**src/rtl/cmi_pkg.sv**
```systemverilog
package cmi_pkg;
    typedef enum logic [1:0] {
        ST_IDLE = 2'd0,
        ST_FIRE = 2'd1,
        ST_HOLD = 2'd2
    } start_state_t;

    localparam logic [7:0] CMD_IV    = 8'd1;
    localparam logic [7:0] CMD_KEY   = 8'd2;
    localparam logic [7:0] CMD_START = 8'd3;

    localparam logic [1:0] OFS_OUT  = 2'd0;
    localparam logic [1:0] OFS_DATA = 2'd1;
    localparam logic [1:0] OFS_STAT = 2'd2;
    localparam logic [1:0] OFS_CTRL = 2'd3;
endpackage

```
**src/rtl/cmi_regs.sv**
```systemverilog
module cmi_regs #(
    parameter int WORD_W  = 32,
    parameter int N_WORDS = 3,
    parameter int CMD_W   = 8,
    parameter int IDX_W   = 8
) (
    input  logic                      clk,
    input  logic                      rst_n,
    input  logic                      data_we,
    input  logic                      ctrl_we,
    input  logic [WORD_W-1:0]         wdata,
    input  logic                      core_busy,
    output logic [WORD_W-1:0]         data_q,
    output logic [WORD_W-1:0]         ctrl_q,
    output logic [N_WORDS*WORD_W-1:0] key_q,
    output logic [N_WORDS*WORD_W-1:0] iv_q
);
    import cmi_pkg::*;

    localparam int CMD_LSB = WORD_W - CMD_W;

    logic [CMD_W-1:0] wr_cmd;
    logic [IDX_W-1:0] wr_idx;
    logic             key_sel;
    logic             iv_sel;

    assign wr_cmd  = wdata[CMD_LSB +: CMD_W];
    assign wr_idx  = wdata[IDX_W-1:0];
    assign key_sel = ctrl_we && !core_busy && (wr_cmd == CMD_KEY);
    assign iv_sel  = ctrl_we && !core_busy && (wr_cmd == CMD_IV);

    always_ff @(posedge clk) begin
        if (!rst_n) begin
            data_q <= '0;
            ctrl_q <= '0;
        end else begin
            if (data_we) data_q <= wdata;
            if (ctrl_we) ctrl_q <= wdata;
        end
    end

    for (genvar i = 0; i < N_WORDS; i++) begin : g_slot
        always_ff @(posedge clk) begin
            if (!rst_n) begin
                key_q[i*WORD_W +: WORD_W] <= '0;
                iv_q[i*WORD_W +: WORD_W]  <= '0;
            end else begin
                if (key_sel && wr_idx == IDX_W'(i))
                    key_q[i*WORD_W +: WORD_W] <= data_q;
                if (iv_sel && wr_idx == IDX_W'(i))
                    iv_q[i*WORD_W +: WORD_W] <= data_q;
            end
        end
    end

    AST_DATA_HOLDS: assert property (@(posedge clk) disable iff (!rst_n)
        !data_we |=> $stable(data_q));
    AST_BUSY_FREEZES_STORES: assert property (@(posedge clk) disable iff (!rst_n)
        core_busy |=> ($stable(key_q) && $stable(iv_q)));
    AST_BAD_INDEX_IGNORED: assert property (@(posedge clk) disable iff (!rst_n)
        (ctrl_we && wr_idx >= IDX_W'(N_WORDS)) |=> ($stable(key_q) && $stable(iv_q)));
    AST_OTHER_CMD_IGNORED: assert property (@(posedge clk) disable iff (!rst_n)
        (ctrl_we && wr_cmd != CMD_KEY && wr_cmd != CMD_IV) |=> ($stable(key_q) && $stable(iv_q)));
endmodule

```
**src/rtl/cmi_start_fsm.sv**
```systemverilog
module cmi_start_fsm #(
    parameter int WORD_W = 32,
    parameter int CMD_W  = 8
) (
    input  logic              clk,
    input  logic              rst_n,
    input  logic              ctrl_we,
    input  logic [CMD_W-1:0]  wr_cmd,
    input  logic              core_done,
    input  logic [WORD_W-1:0] core_word,
    output logic              core_start,
    output logic              done_q,
    output logic [WORD_W-1:0] out_q
);
    import cmi_pkg::*;

    start_state_t state_q;
    start_state_t state_d;
    logic         start_wr;
    logic         other_wr;

    assign start_wr = ctrl_we && (wr_cmd == CMD_START);
    assign other_wr = ctrl_we && (wr_cmd != CMD_START);

    always_comb begin
        state_d = state_q;
        unique case (state_q)
            ST_IDLE: if (start_wr) state_d = ST_FIRE;
            ST_FIRE: state_d = other_wr ? ST_IDLE : ST_HOLD;
            ST_HOLD: if (other_wr) state_d = ST_IDLE;
            default: state_d = ST_IDLE;
        endcase
    end

    always_ff @(posedge clk) begin
        if (!rst_n) state_q <= ST_IDLE;
        else        state_q <= state_d;
    end

    always_comb begin
        core_start = 1'b0;
        unique case (state_q)
            ST_IDLE: core_start = 1'b0;
            ST_FIRE: core_start = 1'b1;
            ST_HOLD: core_start = 1'b0;
            default: core_start = 1'b0;
        endcase
    end

    always_ff @(posedge clk) begin
        if (!rst_n) begin
            done_q <= 1'b0;
            out_q  <= '0;
        end else begin
            if (core_start)     done_q <= 1'b0;
            else if (core_done) done_q <= 1'b1;
            if (core_done) out_q <= core_word;
        end
    end

    AST_START_ONE_CYCLE: assert property (@(posedge clk) disable iff (!rst_n)
        core_start |=> !core_start);
    AST_START_FROM_WRITE: assert property (@(posedge clk) disable iff (!rst_n)
        core_start |-> $past(start_wr));
    AST_DONE_CLEARED: assert property (@(posedge clk) disable iff (!rst_n)
        core_start |=> !done_q);
    AST_OUT_CAPTURE: assert property (@(posedge clk) disable iff (!rst_n)
        core_done |=> (out_q == $past(core_word)));
    AST_OUT_HOLD: assert property (@(posedge clk) disable iff (!rst_n)
        !core_done |=> $stable(out_q));
endmodule

```
**src/rtl/cipher_mmio_if.sv**
```systemverilog
module cipher_mmio_if #(
    parameter int WORD_W  = 32,
    parameter int N_WORDS = 3,
    parameter int CMD_W   = 8,
    parameter int IDX_W   = 8
) (
    input  logic                      clk,
    input  logic                      rst_n,
    input  logic                      bus_we,
    input  logic [1:0]                bus_addr,
    input  logic [WORD_W-1:0]         bus_wdata,
    output logic [WORD_W-1:0]         bus_rdata,
    input  logic                      core_busy,
    input  logic                      core_done,
    input  logic [WORD_W-1:0]         core_word,
    output logic                      core_start,
    output logic [N_WORDS*WORD_W-1:0] key_words,
    output logic [N_WORDS*WORD_W-1:0] iv_words
);
    import cmi_pkg::*;

    localparam int CMD_LSB = WORD_W - CMD_W;

    logic              data_we;
    logic              ctrl_we;
    logic [WORD_W-1:0] data_q;
    logic [WORD_W-1:0] ctrl_q;
    logic [WORD_W-1:0] out_q;
    logic              done_q;
    logic [CMD_W-1:0]  wr_cmd;
    logic [CMD_W-1:0]  held_cmd;

    assign data_we  = bus_we && (bus_addr == OFS_DATA);
    assign ctrl_we  = bus_we && (bus_addr == OFS_CTRL);
    assign wr_cmd   = bus_wdata[CMD_LSB +: CMD_W];
    assign held_cmd = ctrl_q[CMD_LSB +: CMD_W];

    cmi_regs #(
        .WORD_W(WORD_W), .N_WORDS(N_WORDS), .CMD_W(CMD_W), .IDX_W(IDX_W)
    ) u_regs (
        .clk(clk), .rst_n(rst_n), .data_we(data_we), .ctrl_we(ctrl_we),
        .wdata(bus_wdata), .core_busy(core_busy), .data_q(data_q),
        .ctrl_q(ctrl_q), .key_q(key_words), .iv_q(iv_words)
    );

    cmi_start_fsm #(
        .WORD_W(WORD_W), .CMD_W(CMD_W)
    ) u_fsm (
        .clk(clk), .rst_n(rst_n), .ctrl_we(ctrl_we), .wr_cmd(wr_cmd),
        .core_done(core_done), .core_word(core_word),
        .core_start(core_start), .done_q(done_q), .out_q(out_q)
    );

    always_comb begin
        bus_rdata = '0;
        unique case (bus_addr)
            OFS_OUT:  bus_rdata = out_q;
            OFS_DATA: bus_rdata = data_q;
            OFS_STAT: bus_rdata = {{(WORD_W-2){1'b0}}, done_q, core_busy};
            OFS_CTRL: bus_rdata = ctrl_q;
            default:  bus_rdata = '0;
        endcase
    end

    AST_NO_RETRIGGER: assert property (@(posedge clk) disable iff (!rst_n)
        (ctrl_we && wr_cmd == CMD_START && held_cmd == CMD_START) |=> !core_start);
    AST_FRESH_START: assert property (@(posedge clk) disable iff (!rst_n)
        (ctrl_we && wr_cmd == CMD_START && held_cmd != CMD_START) |=> core_start);
endmodule

```
**config.mk**
```make
export PLATFORM = sky130hd
export DESIGN_NAME = cipher_mmio_if
export DESIGN_NICKNAME = d
export VERILOG_FILES = /design/src/rtl/cmi_pkg.sv /design/src/rtl/cmi_regs.sv /design/src/rtl/cmi_start_fsm.sv /design/src/rtl/cipher_mmio_if.sv
export SDC_FILE = /design/constraint.sdc
export NUM_CORES = 1
export LEC_CHECK = 0
export BUFFER_PORTS_ARGS = -buffer_cell sky130_fd_sc_hd__buf_2
export CORE_MARGIN = 8
export CORE_UTILIZATION = 55
export DETAILED_ROUTE_END_ITERATION = 8
export PLACE_DENSITY = 0.82
export SYNTH_ARGS = -nofsm -noshare
export SYNTH_HDL_FRONTEND = slang
export SYNTH_HIERARCHICAL = 1
export SYNTH_SLANG_ARGS = --single-unit
```
**constraint.sdc**
```tcl
create_clock -name clk -period 3.4 [get_ports clk]
set_clock_uncertainty 0.1 [all_clocks]
set_input_delay 0.34 -clock clk [delete_from_list [all_inputs] [get_ports clk]]
set_output_delay 0.34 -clock clk [all_outputs]
set_load 0.01 [all_outputs]
```
## Word-level counts from Yosys, hierarchy flattened

Cells that the tools add are included.

| storage, ports and cells | value |
|---|---|
| bits in latches | 0 |
| memory bits (read-only) | 0 |
| logic and storage cells | 50 |
| memory bits (writable) | 0 |
| memories kept | 0 |
| register bits | 291 |
| output and inout port bits | 225 |

| cells by class | value |
|---|---|
| multipliers | 0 |
| bitwise gates (word level) | 1 |
| div/mod/pow operators | 0 |
| shift-type cells | 0 |
| $lt $le $gt $ge | 0 |
| equal/unequal tests | 13 |
| multiplexer cells | 6 |
| $add $sub $neg | 0 |
| reduce and logical (&&, ||, !) cells | 19 |

Operators with widths:

| operator | count |
|---|---|
| one-hot mux 32 bit (4 select lines) | 1 |
| == test 8 x 2 -> 1 bit, second input constant | 3 |
| == test 8 x 1 -> 1 bit, second input constant | 2 |
| logical AND 1 bit | 13 |
| zero test 8 bit | 1 |
| inequality test 8 x 2 -> 1 bit, second input constant | 1 |
| == test 2 bit, second input constant | 3 |
| two-way mux 2 bit | 3 |
| one-hot mux 2 bit (3 select lines) | 1 |
| == test 2 x 1 -> 1 bit, second input constant | 2 |
| zero test 2 bit | 2 |
| inequality test 2 x 1 -> 1 bit, second input constant | 2 |
| AND reduction 2 bit | 1 |
| OR reduction 2 bit | 1 |
| zero test 1 bit | 1 |
| two-way mux 1 bit | 1 |
| inverter 1 bit | 1 |

## Longest topological paths before layout

Gate-level depths: netlist of run 1.

| logic depth | value |
|---|---|
| depth in word-level cells | 5 |
| mapped depth | 9 |
| mapped depth without buffers | 5 |

## Modules after synthesis

Netlist of run 1, hierarchy kept.

By module, submodules not included:

| module | cells an instance | area an instance (um2) | instances |
|---|---|---|---|
| cmi_regs | 875 | 9534.1 | 1 |
| cmi_start_fsm | 117 | 1337.5 | 1 |
| cipher_mmio_if | 77 | 845.8 | 1 |

## Least setup slack after synthesis of run 1

Ideal clock, no wire load.

| timing path | value |
|---|---|
| kind | in2reg |
| start point | input bus_addr[0] |
| end point | register u_regs.iv_q[71] |
| data required time | 3.228 ns |
| stages | 9 |
| slack | 0.954 ns |
| setup time | 0.072 ns |
| data arrival time | 2.274 ns |
| cell sequence | buf_2 buf_2 and3_1 buf_2 nor4b_4 nand4_4 nor3_4 buf_8 mux2i_1 |

| between the ends | value |
|---|---|
| longest elaborated chain between the ends | 5 |

Ends and longest elaborated chain:

| element | line | source |
|---|---|---|
| from (decl) | cipher_mmio_if.sv:10 | `input logic [1:0] bus_addr,` |
| == test 2 bit | cipher_mmio_if.sv:34 | `assign ctrl_we = bus_we && (bus_addr == OFS_CTRL);` |
| logical AND 1 bit | cipher_mmio_if.sv:34 |  |
| via ctrl_we | cipher_mmio_if.sv:25 | `logic ctrl_we;` |
| logical AND 1 bit (2 in a row) | cmi_regs.sv:30 | `assign iv_sel = ctrl_we && !core_busy && (wr_cmd == CMD_IV);` |
| logical AND 1 bit | cmi_regs.sv:50 | `if (iv_sel && wr_idx == IDX_W'(i))` |
| to (signal, indexed assignment) | cmi_regs.sv:51 | `iv_q[i*WORD_W +: WORD_W] <= data_q;` |
| to (decl) | cmi_regs.sv:16 | `output logic [N_WORDS*WORD_W-1:0] iv_q` |

The timed path passes the listed nets, and every way through them passes these cells.
A chain may end at the register's enable or synchronous reset.

## Final worst setup path of run 1

| timing path | value |
|---|---|
| start point | input bus_addr[1] |
| end point | output bus_rdata[25] |

| between the ends | value |
|---|---|
| longest elaborated chain between the ends | 2 |

Ends and longest elaborated chain:

| element | line | source |
|---|---|---|
| == test 2 bit, or another cell as far along | cipher_mmio_if.sv:56 | `unique case (bus_addr)` |
| one-hot mux 32 bit (4 select lines) (*) | cipher_mmio_if.sv:56 |  |
| to (decl) | cipher_mmio_if.sv:12 | `output logic [WORD_W-1:0] bus_rdata,` |

Mark *: on every way between the ends. The rest lies on a longest branch, timed or not.

==> impl_metrics.json, run 1 <==
{
  "run_status": "finished clean",
  "synth_ff_type": "dfxtp_1",
  "start_kind": "input pin",
  "vias": 8806,
  "fp.coreArea_um2": 20960,
  "maxSlewHeadroom_pct": 35.87,
  "cp_cell_sequence": "buf_2 -> buf_4 -> mux2_2 -> a22o_1 -> buf_2",
  "ys_ff_latch": 291,
  "synth_edf_count": 0,
  "drt_drc_violations_left": 0,
  "grt_use_total_pct": 23.86,
  "timing.rr.end": "u_regs/key_q[49]",
  "diodes": 0,
  "synth_nets": 1140,
  "grt_max_degree": 145,
  "worstHoldPathType": "in2reg",
  "die_w_um": 162.0,
  "grt_overflow": 0,
  "layout-drive-gt1-share_pct": 29.22,
  "reg2regPathDepth": 2,
  "setup_tns_ns": 0,
  "max_stage_delay_ns": 0.51,
  "use_met3_pct": 5.923,
  "cts_buffers": 29,
  "cp-endpoint": "bus_rdata[25]",
  "grt_busiest_layer": "met2",
  "post_cts_buffers": 0,
  "gp_congestion": 0.8125,
  "final_util_pct": 69.77,
  "critPathKind": "in2out",
  "io_buffers": 295,
  "initial_core_util_pct": 55.92,
  "num_io_pins": 296,
  "wl_mm": 32.67,
  "yosys-top-cells-area": "dfxtp_1, mux2i_1, nand2_1, nor2b_1, mux2_4",
  "drv_slew": 0,
  "met1_usage_pct": 30.87,
  "wl_per_cell_um": 19.47,
  "period_needed_ns": 2.223,
  "crit_arrival_ns": 1.78,
  "power_mw": 7.137,
  "final_hold_viol_count": 0,
  "p_leak_nw": 6.092,
  "worst_pin_slew_ns": 0.9619,
  "drtIter0Drc": 530,
  "syn2layout_area_growth_pct": 24.77,
  "synth-async-reset-ratio_pct": 0,
  "use_met2_pct": 38.66,
  "clockRootBuffer": "clkbuf_16",
  "cts_tree": "built",
  "worstSetupStartpoint": "bus_addr[1]",
  "crit_fanout": 34,
  "die_h_um": 162.0,
  "setup_viol_count_final": 0,
  "grt_pass1_wl_mm": 50.82,
  "clock-sinks": 291,
  "post-route-period-util_pct": 65.39,
  "die-area_um2": 26230,
  "avgSynthCellArea_um2": 10.96,
  "final_area_um2": 14620,
  "htreeDepth": 1,
  "netlist_instances": 1069,
  "required_ns": 2.96,
  "fin_nets": 1453,
  "n_fill_cell": 1563,
  "critPathSlowestCell": "buf_4",
  "clk_path_buf_depth": 3,
  "dp_hpwl_mm": 22.46,
  "placed_cell_area_um2": 13210,
  "crit_top_cell": "buf_2",
  "grt_pass1_vias": 9031,
  "synth_top_area_share_pct": 49.72,
  "cap_viol_max_count": 0,
  "final_antenna_net_count": 0,
  "reg2reg_from": "u_regs/data_q[17]",
  "dp.cells": 1583,
  "antenna_found_initial": 0,
  "layoutNonFillerInstCount": 1678,
  "yosysTopAreaCell": "dfxtp_1",
  "critPathCaptureType": "primary output",
  "viasPerCell": 5.248,
  "ys_warn_count": 6,
  "rrSetupSlack_ns": 2.28,
  "powerDensity_nw_per_um2": 488.2,
  "ys_types": 30,
  "synthesis.area_um2": 11720,
  "max_freq_mhz": 449.8,
  "clk_pin_slew_ns": 0.06,
  "ir_drop_uv": 328.7,
  "rsz0062_at_grt": "no",
  "clk_latency_ns": 0.52,
  "drt_pass1_iterations": 7,
  "ys_seq_area_share_pct": 49.72,
  "placement_rows": 53
}
[state kept, by name, indices dropped and copies added, names as in the netlist]
register,cells
u_fsm/done_q,1
u_regs/data_q,32
u_fsm/out_q,32
u_fsm/state_q,2
u_regs/key_q,96
u_regs/ctrl_q,32
u_regs/iv_q,96
[Yosys cell counts, types with 4 or more instances]
cell,n
nor3_4,4
mux2_2,4
dfxtp_1,291
nor2b_1,98
nand2_1,226
a22o_1,30
mux2_4,26
nor2_1,4
clkbuf_1,39
buf_8,14
buf_2,6
mux2i_1,288
buf_1,6
buf_6,11
[worst max-delay path, delay by kind of cell]
family | cells | cell delay [ns]
compound gates | 1 | 0.24
buf+inv | 3 | 0.74
mux | 1 | 0.44
[placed cells by master, fill, tap and decap left out, drive strengths merged]
cell	count
and3	1
nor2b	98
a21oi	1
mux4	2
nand4	3
nand2b	2
nor4b	2
a22o	30
o21ai	2
nor3	5
inv	1
dlygate4sd3	43
nor2	6
nor4	4
bufinv	3
clkbuf	40
nand2	226
buf	316
dfxtp	291
mux2i	288
clkinv	9
mux2	30
[report_power, final]
group,internal [mW],switching [mW]
logic,0.196,0.223
registers,3.46,0.0332
clock network,1.94,1.29
[routing by layer]
layer | up-vias | share of wire [%]
li1 | 4220 | -
met1 | 4244 | 44
met2 | 290 | 46
met3 | 52 | 7.6
met4 | 0 | 2.5
met5 | - | 0
[what timing repair did]
| action | 4_1_cts | 5_1_grt |
|---|---|---|
| endpoints found under the hold margin | 53 | 0 |
| setup endpoints to repair | 0 | 0 |
| hold buffers | 43 | 0 |
| resized for setup | 0 | 0 |
[logic make-up (layout without fill, tap and decap cells)]
kind of cell | Yosys count | count (layout) | synth area share (%)
muxes | 320 | 320 | 28.70
AOI/OAI and AO/OA | 33 | 33 | 2.370
DFF | 291 | 291 | 49.72
and+or+nand+nor | 347 | 347 | 14.56
buffers and inverters | 78 | 412 | 4.645
[stage by stage]
step / hold WS [ns] / setup WS, ns
2_1_floorplan: 0.3248 / 0.9538
3_3_place_gp: 0.3330 / 0.8463
3_5_place_dp: 0.3433 / 0.7889
4_1_cts: 0.0003317 / 1.180
5_1_grt: 0.008879 / 1.114
6_report: 0.004599 / 1.177
[final cells by class]
cell class / instances / area [um2] / share of cell area, %
well taps: 275 / 344.1 / 2.353
clock buffers: 40 / 837.1 / 5.725
flip-flops and latches: 291 / 5826 / 39.85
clock inverters: 12 / 138.9 / 0.9499
inverters: 1 / 3.754 / 0.02567
multi-input cells: 700 / 5359 / 36.65
repair buffers: 359 / 2112 / 14.45
[how the worst min path moves through the flow]
stage,cells past startpoint,to,from
floorplan,1,u_fsm/state_q[0],u_fsm/state_q[1]
detailed placement,1,u_fsm/state_q[0],u_fsm/state_q[0]
global placement,1,u_fsm/state_q[0],u_fsm/state_q[1]
global route,3,u_fsm/out_q[18],core_word[18]
finish,3,u_fsm/out_q[18],core_word[18]
CTS,3,u_fsm/out_q[18],core_word[18]
(Power assumes the default switching activity.)
==> run 2, diff against run 1 <==
--- a/config.mk
+++ b/config.mk
@@ -5,11 +5,12 @@
 export SDC_FILE = /design/constraint.sdc
 export NUM_CORES = 1
 export LEC_CHECK = 0
+export ABC_AREA = 1
 export BUFFER_PORTS_ARGS = -buffer_cell sky130_fd_sc_hd__buf_2
 export CORE_MARGIN = 8
-export CORE_UTILIZATION = 55
+export CORE_UTILIZATION = 48
 export DETAILED_ROUTE_END_ITERATION = 8
-export PLACE_DENSITY = 0.82
+export PLACE_DENSITY = 0.76
 export SYNTH_ARGS = -nofsm -noshare
 export SYNTH_HDL_FRONTEND = slang
 export SYNTH_HIERARCHICAL = 1
==> constraint.sdc (replaced) <==
create_clock -name clk -period 1.8 [get_ports clk]
set_clock_uncertainty 0.1 [all_clocks]
set_input_delay 0.18 -clock clk [delete_from_list [all_inputs] [get_ports clk]]
set_output_delay 0.18 -clock clk [all_outputs]
set_load 0.01 [all_outputs]
==> impl_metrics.json, run 2 <==
{
  "rsz0062_at_grt": "no",
  "gp_congestion": 0.8632,
  "max_stage_delay_ns": 0.56,
  "grt_overflow": 0,
  "vias": 12460,
  "synthesis.area_um2": 11990,
  "final_antenna_net_count": 0,
  "drt_drc_violations_left": 0,
  "clock-sinks": 291,
  "clk_path_buf_depth": 3,
  "synth_nets": 1744,
  "max_freq_mhz": 589.2,
  "htreeDepth": 1,
  "crit_arrival_ns": 2.04,
  "grt_pass1_wl_mm": 65.36,
  "dp.cells": 2215,
  "setup_viol_count_final": 0,
  "cp_cell_sequence": "dlygate4sd3_1 -> buf_2 -> nor2_1 -> nand3_1 -> nor2_4 -> buf_12 -> nand3_1 -> nand2_1 -> nor2_1",
  "drtIter0Drc": 1492,
  "run_status": "finished clean",
  "worst_hold_slack_ns": 0.03032,
  "layout_common_cells": "nor2_1, buf_2, dfxtp_1, nand2_1, nand3_1",
  "clk_pin_slew_ns": 0.06,
  "wl_per_cell_um": 18.07,
  "die_h_um": 174.1,
  "synth_most_common_cell": "nor2_1",
  "drv_slew": 0,
  "post_cts_buffers": 0,
  "final_common_cell": "nor2_1",
  "yosysTopAreaCell": "dfxtp_1",
  "layoutNonFillerInstCount": 2329,
  "rrSetupSlack_ns": 0.46,
  "viasPerCell": 5.352,
  "synth_edf_count": 0,
  "worst_pin_slew_ns": 0.6325,
  "yosys-top-cells-count": "nor2_1, dfxtp_1, nand2_1, nand3_1, a21oi_1",
  "antenna_found_initial": 2,
  "reg2regPathDepth": 4,
  "grt_pass1_vias": 11670,
  "largestRegisters": "u_regs/iv_q: 96 flops, u_regs/key_q: 96 flops",
  "ys_seq_area_share_pct": 48.58,
  "ir_drop_uv": 788.9,
  "final_hold_viol_count": 0,
  "io_buffers": 295,
  "period_needed_ns": 1.697,
  "wl_mm": 42.08,
  "crit_fanout": 88,
  "placement_rows": 58,
  "synth_ff_type": "dfxtp_1",
  "cap_viol_max_count": 0,
  "ys_warn_count": 6,
  "post-route-period-util_pct": 94.29,
  "worstHoldPathType": "in2reg",
  "maxSlewHeadroom_pct": 57.79,
  "drt_pass1_iterations": 6,
  "ys_types": 18,
  "layout-drive-gt1-share_pct": 20.58,
  "die_w_um": 174.1,
  "cp-endpoint": "u_regs/key_q[55]",
  "synth-async-reset-ratio_pct": 0,
  "fin_nets": 2052,
  "dp_hpwl_mm": 27.92,
  "start_kind": "input pin",
  "netlist_instances": 1673,
  "reg2reg_from": "u_fsm/state_q[0]",
  "worstSetupStartpoint": "bus_wdata[27]",
  "required_ns": 2.14,
  "syn2layout_area_growth_pct": 29.54,
  "num_io_pins": 296,
  "p_leak_nw": 7.038,
  "critPathCaptureType": "register",
  "critPathSlowestCell": "dlygate4sd3_1",
  "n_fill_cell": 2183,
  "grt_max_degree": 89,
  "cts_tree": "built",
  "ys_ff_latch": 291,
  "powerDensity_nw_per_um2": 868.1,
  "die-area_um2": 30300,
  "initial_core_util_pct": 48.18,
  "cts_buffers": 29,
  "power_mw": 13.49,
  "clk_latency_ns": 0.55,
  "avgSynthCellArea_um2": 7.168,
  "critPathKind": "in2reg",
  "clockRootBuffer": "clkbuf_16",
  "timing.rr.end": "u_fsm/state_q[0]",
  "yosys-top-cells-area": "dfxtp_1, nor2_1, nand3_1, a21oi_1, nand2_1",
  "grt_use_total_pct": 26.61,
  "synth_top_area_share_pct": 48.58,
  "fp.coreArea_um2": 24890
}
[run 2: cell type report]
type	count	area [um2]	area share [%]
diodes	2	5.005	0.03222
repair buffers	420	2974	19.14
clock inverters	6	58.81	0.3785
inverters	52	195.2	1.256
well taps	330	412.9	2.658
flip-flops and latches	291	5826	37.50
multi-input cells	1187	5223	33.62
clock buffers	41	840.8	5.412
[run 2: timing repair]
| item | CTS | global route |
|---|---|---|
| endpoints found under the setup margin | 0 | 11 |
| endpoints found under the hold margin | 98 | 0 |
| resized for setup | 0 | 1 |
| hold buffers | 65 | 0 |
[run 2: worst min-delay path by stage]
stage                        from                end  slack, ns  depth (start not counted)
global placement    core_word[16]    u_fsm/out_q[16]       0.30                          3
detailed placement  core_word[18]    u_fsm/out_q[18]       0.31                          3
floorplan           bus_wdata[31]  u_regs/ctrl_q[31]       0.21                          2
finish                      rst_n   u_regs/key_q[66]       0.03                          3
global route                rst_n   u_regs/key_q[65]       0.05                          3
CTS                         rst_n   u_regs/key_q[66]     0.0004                          3
[run 2: worst max-delay path: cells and delay by family]
family,cells,cell delay [ns]
simple gates,6,0.77
buf+inv,3,1.03
[run 2: power breakdown]
group          switching (mW)  internal (mW)
combinational           0.677          0.375
clock                    2.45           3.35
sequential             0.0659           6.57
[run 2: kinds of logic after synthesis]
group	synth area share, %
buffers and inverters	8.232
AOI/OAI and AO/OA	13.60
DFF	48.58
and+or+nand+nor	29.59
[run 2: stage by stage]
| stage | utilization (%) | setup WS (ns) | TNS, ns | instance area [um2] |
|---|---|---|---|---|
| final | 62.41 | 0.1028 | 0 | 15530 |
| after global routing | 62.41 | 0.0003570 | 0 | 15530 |
| after CTS | 62.37 | 0.09132 | 0 | 15520 |
| after detailed placement | 56.14 | -0.07334 | -3.881 | 13970 |
| after global placement | 56.14 | -0.006498 | -0.008007 | 13970 |
| after floorplan | - | 0.03499 | 0 | 11990 |
[run 2: metal layers]
| layer | vias to the layer above | GRT usage (%) | share of wire [%] |
|---|---|---|---|
| met5 | - | 0 | 0 |
| met4 | 0 | 10.44 | 3.8 |
| met3 | 103 | 7.247 | 10 |
| met2 | 633 | 42.81 | 46 |
| met1 | 5643 | 33.45 | 40 |
| li1 | 6085 | - | - |
==> run 3, diff against run 2 <==
--- a/config.mk
+++ b/config.mk
@@ -5,7 +5,6 @@
 export SDC_FILE = /design/constraint.sdc
 export NUM_CORES = 1
 export LEC_CHECK = 0
-export ABC_AREA = 1
 export BUFFER_PORTS_ARGS = -buffer_cell sky130_fd_sc_hd__buf_2
 export CORE_MARGIN = 8
 export CORE_UTILIZATION = 48
==> impl_metrics.json, run 3 (synthesis gave the netlist of run 1 again) <==
{
  "cts_tree": "built",
  "drv_slew": 0,
  "drtIter0Drc": 476,
  "placed_cell_area_um2": 13680,
  "syn2layout_area_growth_pct": 31.88,
  "n_fill_cell": 1931,
  "clk_pin_slew_ns": 0.06,
  "start_kind": "register",
  "dp_hpwl_mm": 23.67,
  "reg2regPathDepth": 3,
  "crit_arrival_ns": 1.49,
  "use_met2_pct": 35.23,
  "cp_top_family": "multiplexers",
  "reg2reg_from": "u_regs/ctrl_q[18]",
  "viasPerCell": 5.014,
  "power_frac_clock_pct": 45.6,
  "drt_drc_violations_left": 0,
  "grt_busiest_layer": "met2",
  "final_hold_viol_count": 0,
  "powerDensity_nw_per_um2": 894.3,
  "setup_viol_count_final": 0,
  "htreeDepth": 1,
  "grt_overflow": 0,
  "rsz0062_at_grt": "yes",
  "vias": 8965,
  "p_leak_nw": 6.457,
  "grt_pass1_vias": 9329,
  "clockRootBuffer": "clkbuf_16",
  "final_antenna_net_count": 0,
  "cap_viol_max_count": 0,
  "worstHoldPathType": "in2reg",
  "worst-path-buf-inv": 1,
  "crit_fanout": 2,
  "layoutNonFillerInstCount": 1788,
  "critPathSlowestCell": "mux4_2",
  "maxSlewHeadroom_pct": 59.57,
  "die_h_um": 172.2,
  "post-route-period-util_pct": 98.52,
  "worst_hold_slack_ns": 0.02917,
  "fin_nets": 1513,
  "clock-sinks": 291,
  "use_met3_pct": 5.342,
  "critPathKind": "reg2out",
  "final_area_um2": 15450,
  "pwr-share-seq_pct": 47.7,
  "layout-drive-gt1-share_pct": 31.22,
  "wl_per_cell_um": 18.74,
  "p_int_mw": 10.82,
  "period_needed_ns": 1.773,
  "worstSetupStartpoint": "u_regs/ctrl_q[1]",
  "comb_power_share_pct": 6.7,
  "placement_rows": 57,
  "cts_buffers": 29,
  "min_from": "bus_wdata[26]",
  "fp.coreArea_um2": 24180,
  "critPathCaptureType": "primary output",
  "required_ns": 1.52,
  "clk_path_buf_depth": 3,
  "max_freq_mhz": 563.9,
  "cp_cell_sequence": "mux4_2 -> buf_2",
  "run_status": "finished clean",
  "grt_pass1_wl_mm": 51.67,
  "dp.cells": 1661,
  "largestRegisters": "u_regs/iv_q: 96 flops, u_regs/key_q: 96 flops",
  "antenna_found_initial": 0,
  "met1_usage_pct": 28.42,
  "drt_pass1_iterations": 5,
  "die_w_um": 172.2,
  "num_io_pins": 296,
  "final_common_cell": "buf_2",
  "grt_use_total_pct": 21.85,
  "gp_congestion": 0.8166,
  "path_depth": 2,
  "die-area_um2": 29670,
  "p_sw_mw": 3.003,
  "ir_drop_uv": 768.3,
  "worst_pin_slew_ns": 0.6064,
  "hold_depth": 4,
  "switching_share_pct": 21.73,
  "max_stage_delay_ns": 0.48,
  "grt_max_degree": 47,
  "layout_common_cells": "buf_2, mux2i_1, dfxtp_1, nand2_1, nor2b_1",
  "diodes": 0,
  "io_buffers": 295,
  "wl_mm": 33.50,
  "initial_core_util_pct": 48.47,
  "clk_latency_ns": 0.54
}
## run 3: area by class of cell
class                   count  area, um2  area share (%)
clock inverters            13      172.7           1.117
well taps                 324      405.4           2.623
repair buffers            419       2828           18.30
multi-input cells         700       5363           34.70
inverters                   1      3.754         0.02429
clock buffers              40      837.1           5.417
flip-flops and latches    291       5844           37.82
## run 3: layer usage
layer,part of all wire [%],routed length (um),vias to the layer above
met5,0,0,-
met4,3.0,1012,0
met3,7.8,2619,65
met2,45,15170,276
met1,44,14690,4282
li1,-,-,4342
## run 3: per-stage QoR
| stage | setup slack, ns | setup TNS [ns] | util, % | power (mW) |
|---|---|---|---|---|
| detailed placement | -0.1608 | -15.67 | 56.60 | 7.517 |
| global placement | -0.1322 | -11.90 | 56.60 | 7.500 |
| global route | -0.008609 | -0.008609 | 63.92 | 14.31 |
| floorplan | -0.3151 | -45.45 | - | 7.212 |
| finish | 0.02669 | 0 | 63.92 | 13.82 |
| CTS | 0.003281 | 0 | 63.70 | 13.94 |
## run 3: final timing paths
path | slack (ns) | end
max | 0.03 | bus_rdata[1]
min | 0.03 | u_regs/ctrl_q[26]
max reg2reg | 0.52 | u_regs/ctrl_q[18]
min reg2reg | 0.35 | u_regs/key_q[19]
## run 3: worst min-delay path: stages
cell and delay (ns):
buf_2 0.14, buf_4 0.14, mux2i_1 0.06, nor2b_1 0.10
## run 3: power groups by stage
stage / Sequential, mW / Clock [mW] / Combinational (mW)
after floorplan: 6.71 / 0 / 0.500
after global placement: 6.73 / 0 / 0.774
after detailed placement: 6.73 / 0 / 0.784
after CTS: 6.59 / 6.44 / 0.909
after global routing: 6.60 / 6.73 / 0.990
final: 6.59 / 6.31 / 0.922
## run 3: repair_timing
item	in CTS	in global routing
endpoints found under the setup margin	2	12
hold buffers	70	0
pin swaps	0	0
setup buffers	0	4
resized for setup	2	14
hold endpoints to repair	100	0
